**config.mk**
```make
export PLATFORM = sky130hd
export DESIGN_NAME = usb_irq_aggregator
export DESIGN_NICKNAME = d
export VERILOG_FILES = /design/src/rtl/irqagg_pkg.sv /design/src/rtl/irq_src_bank.sv /design/src/rtl/irq_eoi_gate.sv /design/src/rtl/usb_irq_aggregator.sv
export SDC_FILE = /design/constraint.sdc
export NUM_CORES = 1
export LEC_CHECK = 0
export BUFFER_PORTS_ARGS = -buffer_cell sky130_fd_sc_hd__buf_2
export CAP_MARGIN = 20
export CORE_ASPECT_RATIO = 0.9
export CORE_MARGIN = 2
export CORE_UTILIZATION = 63
export CTS_CLUSTER_DIAMETER = 80
export CTS_CLUSTER_SIZE = 30
export DETAILED_ROUTE_END_ITERATION = 7
export PLACE_DENSITY = 0.87
export SLEW_MARGIN = 20
export SYNTH_ARGS = -nofsm -noshare
export SYNTH_HDL_FRONTEND = slang
export SYNTH_HIERARCHICAL = 1
export SYNTH_SLANG_ARGS = --single-unit
```
**constraint.sdc**
```tcl
create_clock -name clk -period 5.95 [get_ports clk]
set_clock_uncertainty 0.1 [all_clocks]
set_input_delay 1.785 -clock clk [delete_from_list [all_inputs] [get_ports clk]]
set_output_delay 1.785 -clock clk [all_outputs]
set_load 0.01 [all_outputs]
```
**src/rtl/irqagg_pkg.sv**
```systemverilog
package irqagg_pkg;
  localparam int unsigned DW = 32;

  localparam logic [7:0] OFS_REV       = 8'h00;
  localparam logic [7:0] OFS_CTRL      = 8'h04;
  localparam logic [7:0] OFS_STATUS    = 8'h08;
  localparam logic [7:0] OFS_EP_SRC    = 8'h20;
  localparam logic [7:0] OFS_EP_SET    = 8'h24;
  localparam logic [7:0] OFS_EP_CLR    = 8'h28;
  localparam logic [7:0] OFS_EP_MSK    = 8'h2C;
  localparam logic [7:0] OFS_EP_MSET   = 8'h30;
  localparam logic [7:0] OFS_EP_MCLR   = 8'h34;
  localparam logic [7:0] OFS_EP_MSTAT  = 8'h38;
  localparam logic [7:0] OFS_CO_SRC    = 8'h40;
  localparam logic [7:0] OFS_CO_SET    = 8'h44;
  localparam logic [7:0] OFS_CO_CLR    = 8'h48;
  localparam logic [7:0] OFS_CO_MSK    = 8'h4C;
  localparam logic [7:0] OFS_CO_MSET   = 8'h50;
  localparam logic [7:0] OFS_CO_MCLR   = 8'h54;
  localparam logic [7:0] OFS_CO_MSTAT  = 8'h58;
  localparam logic [7:0] OFS_EOI       = 8'h60;

  // Ones over [lsb, lsb+n) of a data word.
  function automatic logic [DW-1:0] span(input int lsb, input int n);
    logic [DW-1:0] m;
    m = '0;
    for (int i = 0; i < DW; i++) begin
      if (i >= lsb && i < lsb + n) m[i] = 1'b1;
    end
    return m;
  endfunction
endpackage

```
**src/rtl/irq_src_bank.sv**
```systemverilog
module irq_src_bank #(
  parameter int unsigned W = 32,
  parameter logic [W-1:0] LIVE = '1
) (
  input  logic         clk,
  input  logic         rst,
  input  logic         srst,
  input  logic [W-1:0] hw_evt,
  input  logic [W-1:0] wdata,
  input  logic         set_wr,
  input  logic         clr_wr,
  input  logic         mask_ld,
  input  logic         mask_set,
  input  logic         mask_clr,
  output logic [W-1:0] src,
  output logic [W-1:0] mask,
  output logic [W-1:0] masked,
  output logic         any
);
  logic [W-1:0] set_v, clr_v, mset_v, mclr_v;

  always_comb begin
    set_v  = set_wr   ? wdata : '0;
    clr_v  = clr_wr   ? wdata : '0;
    mset_v = mask_set ? wdata : '0;
    mclr_v = mask_clr ? wdata : '0;
  end

  // Hardware events are ORed after the clear, so they win over it.
  always_ff @(posedge clk) begin
    if (rst || srst) begin
      src  <= '0;
      mask <= '0;
    end else begin
      src <= ((src & ~clr_v) | set_v | hw_evt) & LIVE;
      if (mask_ld) mask <= wdata & LIVE;
      else         mask <= ((mask | mset_v) & ~mclr_v) & LIVE;
    end
  end

  assign masked = src & mask;
  assign any    = |masked;
endmodule

```
**src/rtl/irq_eoi_gate.sv**
```systemverilog
module irq_eoi_gate (
  input  logic clk,
  input  logic rst,
  input  logic srst,
  input  logic eoi_wr,
  input  logic pending,
  output logic irq_out
);
  logic fired;

  always_ff @(posedge clk) begin
    if (rst || srst || eoi_wr) begin
      irq_out <= 1'b0;
      fired   <= 1'b0;
    end else if (!fired && pending) begin
      irq_out <= 1'b1;
      fired   <= 1'b1;
    end else if (!pending) begin
      irq_out <= 1'b0;
    end
  end
endmodule

```
**src/rtl/usb_irq_aggregator.sv**
```systemverilog
module usb_irq_aggregator #(
  parameter int unsigned ADDR_W   = 8,
  parameter int unsigned N_TX     = 16,
  parameter int unsigned N_RX     = 15,
  parameter int unsigned RX_LSB   = 17,
  parameter int unsigned N_CORE   = 9,
  parameter int unsigned CORE_LSB = 16,
  parameter logic [31:0] REV_ID   = 32'h0102_0035
) (
  input  logic              clk,
  input  logic              rst,
  input  logic              bus_wr,
  input  logic              bus_rd,
  input  logic [ADDR_W-1:0] bus_addr,
  input  logic [31:0]       bus_wdata,
  output logic [31:0]       bus_rdata,
  output logic              bus_rvalid,
  input  logic [N_TX-1:0]   ep_tx_evt,
  input  logic [N_RX-1:0]   ep_rx_evt,
  input  logic [N_CORE-1:0] core_evt,
  input  logic              vbus_drv_req,
  output logic              irq_out
);
  import irqagg_pkg::*;

  localparam logic [DW-1:0] EP_LIVE   = span(0, N_TX) | span(RX_LSB, N_RX);
  localparam logic [DW-1:0] CORE_LIVE = span(CORE_LSB, N_CORE);

  function automatic logic hit(input logic [ADDR_W-1:0] a, input logic [7:0] ofs);
    return a == ADDR_W'(ofs);
  endfunction

  logic [DW-1:0] ep_hw, core_hw;
  logic [DW-1:0] ep_src, ep_mask, ep_masked;
  logic [DW-1:0] core_src, core_mask, core_masked;
  logic          ep_any, core_any, any_pending;
  logic          wr_srst, wr_eoi;
  logic [DW-1:0] rd_mux;

  always_comb begin
    ep_hw   = '0;
    core_hw = '0;
    for (int i = 0; i < int'(N_TX); i++)   ep_hw[i]            = ep_tx_evt[i];
    for (int i = 0; i < int'(N_RX); i++)   ep_hw[RX_LSB + i]   = ep_rx_evt[i];
    for (int i = 0; i < int'(N_CORE); i++) core_hw[CORE_LSB + i] = core_evt[i];
  end

  assign wr_srst = bus_wr && hit(bus_addr, OFS_CTRL) && bus_wdata[0];
  assign wr_eoi  = bus_wr && hit(bus_addr, OFS_EOI);

  irq_src_bank #(.W(DW), .LIVE(EP_LIVE)) u_ep_bank (
    .clk      (clk),
    .rst      (rst),
    .srst     (wr_srst),
    .hw_evt   (ep_hw),
    .wdata    (bus_wdata),
    .set_wr   (bus_wr && hit(bus_addr, OFS_EP_SET)),
    .clr_wr   (bus_wr && hit(bus_addr, OFS_EP_CLR)),
    .mask_ld  (bus_wr && hit(bus_addr, OFS_EP_MSK)),
    .mask_set (bus_wr && hit(bus_addr, OFS_EP_MSET)),
    .mask_clr (bus_wr && hit(bus_addr, OFS_EP_MCLR)),
    .src      (ep_src),
    .mask     (ep_mask),
    .masked   (ep_masked),
    .any      (ep_any)
  );

  irq_src_bank #(.W(DW), .LIVE(CORE_LIVE)) u_core_bank (
    .clk      (clk),
    .rst      (rst),
    .srst     (wr_srst),
    .hw_evt   (core_hw),
    .wdata    (bus_wdata),
    .set_wr   (bus_wr && hit(bus_addr, OFS_CO_SET)),
    .clr_wr   (bus_wr && hit(bus_addr, OFS_CO_CLR)),
    .mask_ld  (bus_wr && hit(bus_addr, OFS_CO_MSK)),
    .mask_set (bus_wr && hit(bus_addr, OFS_CO_MSET)),
    .mask_clr (bus_wr && hit(bus_addr, OFS_CO_MCLR)),
    .src      (core_src),
    .mask     (core_mask),
    .masked   (core_masked),
    .any      (core_any)
  );

  assign any_pending = ep_any || core_any;

  irq_eoi_gate u_gate (
    .clk     (clk),
    .rst     (rst),
    .srst    (wr_srst),
    .eoi_wr  (wr_eoi),
    .pending (any_pending),
    .irq_out (irq_out)
  );

  always_comb begin
    rd_mux = '0;
    if      (hit(bus_addr, OFS_REV))      rd_mux = REV_ID;
    else if (hit(bus_addr, OFS_STATUS))   rd_mux = {31'd0, vbus_drv_req};
    else if (hit(bus_addr, OFS_EP_SRC))   rd_mux = ep_src;
    else if (hit(bus_addr, OFS_EP_MSK))   rd_mux = ep_mask;
    else if (hit(bus_addr, OFS_EP_MSTAT)) rd_mux = ep_masked;
    else if (hit(bus_addr, OFS_CO_SRC))   rd_mux = core_src;
    else if (hit(bus_addr, OFS_CO_MSK))   rd_mux = core_mask;
    else if (hit(bus_addr, OFS_CO_MSTAT)) rd_mux = core_masked;
  end

  always_ff @(posedge clk) begin
    if (rst) begin
      bus_rvalid <= 1'b0;
      bus_rdata  <= '0;
    end else begin
      bus_rvalid <= bus_rd;
      if (bus_rd) bus_rdata <= rd_mux;
    end
  end
endmodule

```
==> metrics.txt <==
clock tree buffer depth 2; largest net degree at the start of global routing 76; HP Start u_gate/fired; Reg clk slew, reported paths 0.05 ns; RSZ-0062 raised after global routing no; P_sw 0.000528 W; M1 GR Usage 46.8%; placed cell count 1329; Netlist Area Pre-Place 8070 sq um; Post-Layout Cell Count 1362; Logic pwr share 11.3%; Setup TNS 0 ns; Crit Path Class input pin to register; worst-path cell chain buf_2 > nor3b_2 > buf_4 > nand3_1 > nor2_2 > buf_4 > nand2_1 > o21ai_0 > a211oi_1; met3 GRT Util 9.53%; total CTS buffers 17; commonest cells after routing, fill and taps aside a21oi_1 (197), buf_2 (118), dfxtp_1 (115); VDD IR max 0.000204 V; power share of the sequential group 41.1%; crit path from bus_addr[2]; Hold Crit Depth 1; initial core utilization 64.1%; GR peak layer met2; total global routing overflow 0; Int Power 0.00147 W; status finished clean; Max Cap Violations 0; setup violators final 0; area growth from synthesis to final layout 11.2%; I/O Buffers 118; gpl congestion 0.977; drt pass-1 iters 7; crit-path max FO 31; Final Cycle Share 68.8%; antenna violations before repair 1; Clock Latency Late Sink 0.43 ns; Die Area 13700 sq um; Worst-Margin Slew 1.07 ns; switching part of the total 26.4%; Syn. warnings 6; Layout Nets 1270; maximum level of the CTS H-tree 4; Final ANT Viol Nets 0; WL per Instance 18.7 um; R2R depth 6; Final Max Tran Viols 0; PostCTS Resize Cnt 0; met2 Use GR 56.4%; Iter 0 DRT Violations 1216; Clk network pwr share 47.6%; most common cell after layout, fill and taps aside a21oi_1; Synth Area per Inst 7.19 sq um; via density per instance 6.44; Max-Slew Margin vs Limit 28.6%; Post-CTS Setup Bufs 0; first-pass GRT wire length 39400 um; Final min period 4.09 ns; final-report hold violation count 0; cts hold-fix bufs 0; share of cells above drive strength 1 17.9%; CTS root buffer clkbuf_16; Core Rows 39; I/O pins 119; post-DP HPWL 16300 um; Hold Path Class register to register; core region area 12600 sq um; # DRC 0; FF-to-FF Start u_ep_bank/src[27]; Die W 123 um; CP max stage cell nor2_2; CTS tree built; Synth Instances 1122; power density over cell area 222 nW/um^2; CP Data Required Time 6.11 ns; CP arrival 4.25 ns; die height 111 um; f_max 244 MHz; all-layer global routing usage 36.4%; number of fill cells 1064; Critical Path Sink Type register; clock sink total 115; Inserted Diodes 0; most used cell along the critical path buf_4; number of global-route vias before repair 7990; Via Count 8774; Critical Path Start Type input pin; Detailed Route WL 25500 um; Max stage delay on crit path 0.70 ns; Lkg Pwr 3.25 nW
==> routing by layer <==
layer  wire length, um  up-vias
met5                 7        -
met4               837        2
met3              3210       97
met1              9830     3961
met2             11600      649
li1                  -     4065
==> critical path, delay by kind of cell <==
family,cells,cell delay (ns)
compound gates,2,0.22
buf+inv,3,0.93
simple gates,4,1.28
==> state kept, by name, summed over array words and instances, names as in the netlist <==
| signal | count |
|---|---|
| bus_rdata | 32 |
| u_ep_bank/mask | 31 |
| u_ep_bank/src | 31 |
| u_core_bank/mask | 9 |
| u_core_bank/src | 9 |
| bus_rvalid | 1 |
| u_gate/fired | 1 |
| u_gate/irq_out | 1 |
==> final timing paths <==
| path | slack (ns) | endpoint |
|---|---|---|
| max | 1.86 | u_ep_bank/mask[10] |
| min | 0.37 | u_gate/fired |
| max reg2reg | 3.06 | u_gate/fired |
| min reg2reg | 0.37 | u_gate/fired |
==> area by class of cell <==
type	instances	area, sq um	share of cell area [%]
Tap cell	164	205	2.29
Clock inverter	4	20.0	0.223
Timing Repair Buffer	145	800	8.91
Sequential cell	115	2300	25.7
Clock buffer	28	527	5.87
Multi-Input combinational cell	892	5060	56.5
Inverter	14	52.6	0.586
==> power groups by stage <==
stage          logic [W]  registers (W)  clock network [W]
5_1_grt         0.000244       0.000822           0.000989
6_report        0.000226       0.000820           0.000950
3_5_place_dp    0.000215       0.000834                  0
4_1_cts         0.000216       0.000818           0.000951
3_3_place_gp    0.000210       0.000833                  0
2_1_floorplan   0.000166       0.000827                  0
==> stage by stage <==
stage | worst slack (ns) | util (%) | hold slack, ns | instance area [sq um] | total power (W)
after detailed placement | 1.42 | 66.7 | 0.365 | 8400 | 0.00105
final | 1.86 | 71.2 | 0.370 | 8970 | 0.00200
after global placement | 1.53 | 66.7 | 0.349 | 8400 | 0.00104
after global routing | 1.73 | 71.2 | 0.390 | 8970 | 0.00205
after CTS | 1.86 | 71.0 | 0.377 | 8940 | 0.00199
after floorplan | 2.05 | - | 0.341 | 8330 | 0.000993
Power figures use the tool's default switching activity.
